$ cat config.mk
export PLATFORM = sky130hd
export DESIGN_NAME = event_watch
export DESIGN_NICKNAME = d
export VERILOG_FILES = /design/src/rtl/event_watch.sv
export SDC_FILE = /design/constraint.sdc
export NUM_CORES = 1
export LEC_CHECK = 0
export BUFFER_PORTS_ARGS = -buffer_cell sky130_fd_sc_hd__buf_4
export CAP_MARGIN = 30
export CORE_MARGIN = 4
export CORE_UTILIZATION = 50
export CTS_CLUSTER_SIZE = 25
export DETAILED_ROUTE_END_ITERATION = 16
export PLACE_DENSITY = 0.74
export SLEW_MARGIN = 10
export SYNTH_ARGS = -nofsm -noshare
export SYNTH_HDL_FRONTEND = slang
export SYNTH_SLANG_ARGS = --single-unit
$ cat constraint.sdc
create_clock -name clk -period 3.65 [get_ports clk]
set_input_delay 0.365 -clock clk [delete_from_list [all_inputs] [get_ports clk]]
set_output_delay 0.365 -clock clk [all_outputs]
set_load 0.03 [all_outputs]
$ cat src/rtl/event_watch.sv
module event_watch #(
  parameter int TICK_HZ = 1024,
  parameter int SETTLE  = 8,
  parameter int WIN     = 15
) (
  input  logic       clk,
  input  logic       rst_n,
  input  logic       en,
  input  logic [1:0] rate,
  input  logic [1:0] filt,
  input  logic       pu_off,
  input  logic       bat_dis,
  input  logic       halt_en,
  input  logic       on_batt,
  input  logic       clr,
  input  logic       ev_in,
  output logic       pu_en,
  output logic       det_n,
  output logic       halt_req,
  output logic       ev_flag
);
  localparam int PH_W = $clog2(TICK_HZ * 4);
  localparam logic [PH_W-1:0] LAST_2HZ = PH_W'(TICK_HZ / 2 - 1);
  localparam logic [PH_W-1:0] LAST_1HZ = PH_W'(TICK_HZ - 1);
  localparam logic [PH_W-1:0] LAST_QHZ = PH_W'(TICK_HZ * 4 - 1);
  localparam logic [PH_W-1:0] F_SHORT  = PH_W'(TICK_HZ / 256);
  localparam logic [PH_W-1:0] F_MID    = PH_W'(TICK_HZ / 64);
  localparam logic [PH_W-1:0] F_LONG   = PH_W'(TICK_HZ / 32);
  localparam logic [PH_W-1:0] SET_V    = PH_W'(SETTLE);
  localparam logic [PH_W-1:0] WIN_V    = PH_W'(WIN);

  logic [1:0]      sync;
  logic [PH_W-1:0] ph, per_last, need, eval_hi, pu_hi;
  logic            run, good, hit, cont;

  wire in_s = sync[1];
  wire cont_mode = (rate == 2'd0);

  always_comb begin
    case (rate)
      2'd1:    per_last = LAST_2HZ;
      2'd2:    per_last = LAST_1HZ;
      default: per_last = LAST_QHZ;
    endcase
    case (filt)
      2'd1:    need = F_SHORT;
      2'd2:    need = F_MID;
      2'd3:    need = F_LONG;
      default: need = PH_W'(1);
    endcase
  end

  assign eval_hi = SET_V + need - PH_W'(1);
  assign pu_hi   = (SET_V + need > WIN_V) ? SET_V + need : WIN_V;
  assign good    = (ph >= SET_V) && (ph <= eval_hi) && in_s && (ph == SET_V || run);
  assign cont    = cont_mode && in_s;
  assign hit     = en && (cont || (!cont_mode && good && ph == eval_hi));

  always_ff @(posedge clk or negedge rst_n) begin
    if (!rst_n) begin
      sync    <= 2'b00;
      ph      <= '0;
      run     <= 1'b0;
      ev_flag <= 1'b0;
    end else begin
      sync <= {sync[0], ev_in};
      run  <= good;
      if (!en || cont_mode || ph >= per_last) ph <= '0;
      else ph <= ph + PH_W'(1);
      if (hit) ev_flag <= 1'b1;
      else if (clr) ev_flag <= 1'b0;
    end
  end

  assign pu_en    = en && !pu_off && (cont_mode || ph < pu_hi);
  assign det_n    = !(ev_flag && !(on_batt && bat_dis));
  assign halt_req = ev_flag && halt_en;


  flag_sticky_chk: assert property (@(posedge clk) disable iff (!rst_n)
    ev_flag && !clr |=> ev_flag);

  gate_off_chk: assert property (@(posedge clk) disable iff (!rst_n)
    !en && !ev_flag |=> !ev_flag);

  clear_chk: assert property (@(posedge clk) disable iff (!rst_n)
    clr && !en |=> !ev_flag);

  batt_quiet_chk: assert property (@(posedge clk) disable iff (!rst_n)
    on_batt && bat_dis |-> det_n);

  pu_idle_chk: assert property (@(posedge clk) disable iff (!rst_n)
    !en |-> !pu_en);

  sample_time_chk: assert property (@(posedge clk) disable iff (!rst_n)
    $rose(ev_flag) && $past(rate) != 2'd0 |-> $past(ph) == $past(eval_hi));
endmodule

==> impl_table.tex <==
\begin{tabular}{lr}
\hline
Metric & Value \\
\hline
\multicolumn{2}{l}{\textbf{Status}} \\
\quad Status & complete, no violations \\
\multicolumn{2}{l}{\textbf{Drt}} \\
\quad WL per Instance & 12.7 microns \\
\quad Vias & about 860 \\
\quad Remaining antenna violation count & 0 \\
\quad First-pass DRT Iterations & 4 \\
\quad Vias per Instance & between 5 and 6 \\
\quad Detailed router's first-iteration violation count & 7 \\
\quad Final wirelength & 2060 microns \\
\quad DR DRC count & 0 \\
\multicolumn{2}{l}{\textbf{Clock tree}} \\
\quad Clock Latency Late Sink & 0.29 ns \\
\quad CTS tree & done \\
\quad Num Clock Sinks & 16 \\
\quad Root buffer cell & sky130\_fd\_sc\_hd\_\_clkbuf\_4 \\
\quad Clock-pin slew of the registers on the worst-case setup and hold paths & about 0.09 ns \\
\quad Number of buffers on the longest clock path & 2 \\
\quad CTS H-tree lvls & 1 \\
\quad Post-CTS setup buffer count & 0 \\
\quad Number of buffers inserted during clock tree synthesis & 3 \\
\multicolumn{2}{l}{\textbf{Placement}} \\
\quad Final HPWL DP & between 1500 and 2000 microns \\
\quad Port Buffer Count & 16 \\
\quad Routability Congestion & $\sim$0.74 \\
\multicolumn{2}{l}{\textbf{Floorplanning}} \\
\quad Die Y-Extent & 54.6 microns \\
\quad Horiz. Die Dim & 54.6 microns \\
\quad Boundary Pins & 17 \\
\quad Num rows & 16 \\
\quad Initial standard-cell utilization of the core & 0.537 \\
\quad Placeable Area & 2020 sq um \\
\quad DIE AREA & just under 3000 sq um \\
\multicolumn{2}{l}{\textbf{Worst hold path}} \\
\quad Hold WC Path Type & in -> reg \\
\quad Origin of the worst min-delay path & ev\_in \\
\multicolumn{2}{l}{\textbf{Critical path}} \\
\quad Arrival @ worst endpoint & $\sim$2.1 ns \\
\quad CP cell instances & ha\_1 > nor2b\_1 > a221oi\_1 > o211ai\_2 > a211oi\_2 > buf\_4 \\
\quad Beginning of the worst register-to-register path & ph[1]\$\_DFF\_PN0\_ \\
\quad Delay of the slowest critical-path stage & approximately 0.49 ns \\
\quad Slowest cell on crit path & sky130\_fd\_sc\_hd\_\_dfrtp\_1 \\
\quad Critical setup path kind & reg -> out \\
\quad Category of the worst setup path capture point & output pin \\
\quad Type of origin of the critical path & register \\
\quad CP Launch Point & ph[2]\$\_DFF\_PN0\_ \\
\quad Maximum fanout count along the critical path & 8 \\
\quad Worst endpoint required time & between 3 and 4 ns \\
\multicolumn{2}{l}{\textbf{Global routing}} \\
\quad Number of global-route vias before repair & 931 \\
\quad Antenna violations before repair & 0 \\
\quad Pin count of the biggest net entering global routing & 17 \\
\quad Overall global routing resource usage & 0.176 \\
\quad Global-route wire length before repair & between 3000 and 4000 microns \\
\quad Remaining global-route overflow & 0 \\
\multicolumn{2}{l}{\textbf{Finish}} \\
\quad Inserted Diodes & 0 \\
\quad FILL cells & 194 \\
\quad Final net count & approximately 160 \\
\quad Final core occ & 0.631 \\
\quad Area of the multi-input gates & 634 sq um \\
\quad Synth-to-Final Area Change & 17.5\% \\
\quad Most used cells in the layout excluding fill and tap cells & sky130\_fd\_sc\_hd\_\_dfrtp\_1, sky130\_fd\_sc\_hd\_\_buf\_4, sky130\_fd\_sc\_hd\_\_ha\_1 \\
\quad Fraction of layout instances using a drive strength above 1 & 0.200 \\
\quad Register cell area after layout & 400 sq um \\
\multicolumn{2}{l}{\textbf{Pwr}} \\
\quad Share of total power in the clock network & 0.329 \\
\quad Total Power Consumption & 0.000362 W \\
\quad Net switching power of the design & $\sim$0.000093 W \\
\quad Internal Power & 0.000269 W \\
\quad Logic pwr share & 0.159 \\
\quad Peak ir drop on the vdd network & 0.225 mV \\
\quad Leakage Power & between 0.6 and 0.7 nW \\
\quad Power per standard cell area & between 200 and 300 nW/um\^{}2 \\
\quad Seq pwr share & 0.512 \\
\quad Fraction of power spent switching nets & 0.258 \\
\multicolumn{2}{l}{\textbf{Yosys}} \\
\quad Total of warnings raised by yosys & 0 \\
\quad Sequential element share of the synthesized area & 0.369 \\
\quad Number of unique standard cell types used by synthesis & 32 \\
\quad Synthesized flop and latch total & 16 \\
\quad Post-synth top area cell & sky130\_fd\_sc\_hd\_\_dfrtp\_1 \\
\quad Gate Count Post-Synth & about 120 \\
\quad Fraction of synthesized cell area taken by the top area cell type & 0.369 \\
\quad Net Count, Synth & 144 \\
\quad Synthesized area divided by synthesized cell count & about 9.4 sq um \\
\quad Mapped Area & $\sim$1100 sq um \\
\quad Cell types occupying the most area after synthesis & sky130\_fd\_sc\_hd\_\_dfrtp\_1, sky130\_fd\_sc\_hd\_\_ha\_1, sky130\_fd\_sc\_hd\_\_nor2\_1 \\
\multicolumn{2}{l}{\textbf{STA}} \\
\quad Worst-Margin Slew & about 0.83 ns \\
\quad Endpoints failing hold & 0 \\
\quad Relative slew slack & 0.444 \\
\quad F\_max & $\sim$410 MHz \\
\quad Crit share post-route & 0.669 \\
\quad Setup TNS & 0 ns \\
\quad RSZ-0062 raised after global routing & no \\
\quad Final critical delay including setup and external delays & around 2.4 ns \\
\quad Final setup vio count & 0 \\
\quad Max Clock Skew & slightly above 0.006 ns \\
\quad Number of max-slew violations in the final report & 0 \\
\multicolumn{2}{l}{\textbf{Job}} \\
\quad Count of maximum capacitance violations & 0 \\
\hline
\end{tabular}
synthesized netlist by cell type, drive strengths merged:
library cell   n
nor4b          1
nor2b          2
a2111oi        1
o21ai          1
and2           1
a21oi          3
nand2         11
nand2b         1
a211oi         1
nand3          6
nor3           3
or4            1
o22ai          1
nor2          14
a31oi          2
o211ai         2
nor4           1
nand4          3
xor2           5
xnor2          5
ha            15
a221oi         1
buf            2
or2            2
dfrtp         16
and4           2
nand4b         1
inv           11
o32a           1
per-layer routing:
| layer | global-route usage | wire, microns |
|---|---|---|
| met1 | 0.214 | 941 |
| met2 | 0.307 | 969 |
| met3 | 0.0245 | 120 |
| met4 | 0.0747 | 30 |
| met5 | 0 | 0 |
logic make-up (layout without fill, tap and decap cells):
family / count (synthesis) / after routing / synth area share
and+or+nand+nor: 49 / 49 / 0.240
DFF: 16 / 16 / 0.369
adders and majority gates: 15 / 15 / 0.173
AOI/OAI and AO/OA: 13 / 13 / 0.0910
buffers and inverters: 13 / 32 / 0.0472
xor gates and xnor gates: 10 / 10 / 0.0806
timing repair:
action / 4_1_cts / 5_1_grt
gates resized for setup: 0 / 0
hold buffers: 1 / 0
hold endpoints to repair: 16 / 0
setup endpoints to repair: 0 / 0
worst paths after layout:
path / endpoint / slack, ns / depth (start not counted)
worst max-delay path: pu_en / 1.21 / 6
worst min-delay path: sync[0]$_DFF_PN0_ / 0.18 / 1
worst max register to register: ph[8]$_DFF_PN0_ / 1.64 / 5
worst min register to register: sync[1]$_DFF_PN0_ / 0.37 / 0
max in group asynchronous: ph[0]$_DFF_PN0_ / 3.01 / 2
min in group asynchronous: sync[1]$_DFF_PN0_ / 0.45 / 2
critical path: cells and delay by family, from the launching register on:
family	cells	cell delay (ns)
AO/OA/AOI/OAI	3	0.67
flip-flops	1	0.49
adder cells (fa/ha/maj)	1	0.38
buffers and inverters	1	0.18
AND/OR/NAND/NOR	1	0.07
power by group through the flow:
stage | logic, W | registers (W) | clock network (W)
after floorplan | 0.0000318 | 0.000189 | 0
after global placement | 0.0000553 | 0.000189 | 0
after detailed placement | 0.0000576 | 0.000189 | 0
after CTS | 0.0000585 | 0.000185 | 0.000122
after global routing | 0.0000673 | 0.000187 | 0.000130
final | 0.0000575 | 0.000185 | 0.000119
registers in the layout, indices dropped and copies added, names as in the netlist:
signal,cells
ev_flag,1
ph,12
run,1
sync,2
area by class of cell:
cell class / count / share of cell area
flip-flops and latches: 16 / 0.314
well taps: 27 / 0.0265
clock buffers: 4 / 0.0284
inverters: 11 / 0.0324
multi-input cells: 87 / 0.497
repair buffers: 17 / 0.102
metrics by stage:
stage	cells	setup WS, ns	hold WS, ns	area, sq um
finish	162	1.21	0.176	1280
global route	162	1.06	0.160	1280
CTS	162	1.21	0.168	1280
detailed placement	157	1.50	0.239	1230
global placement	157	1.52	0.236	1230
floorplan	116	1.53	0.0694	1090
(Power assumes the default switching activity.)
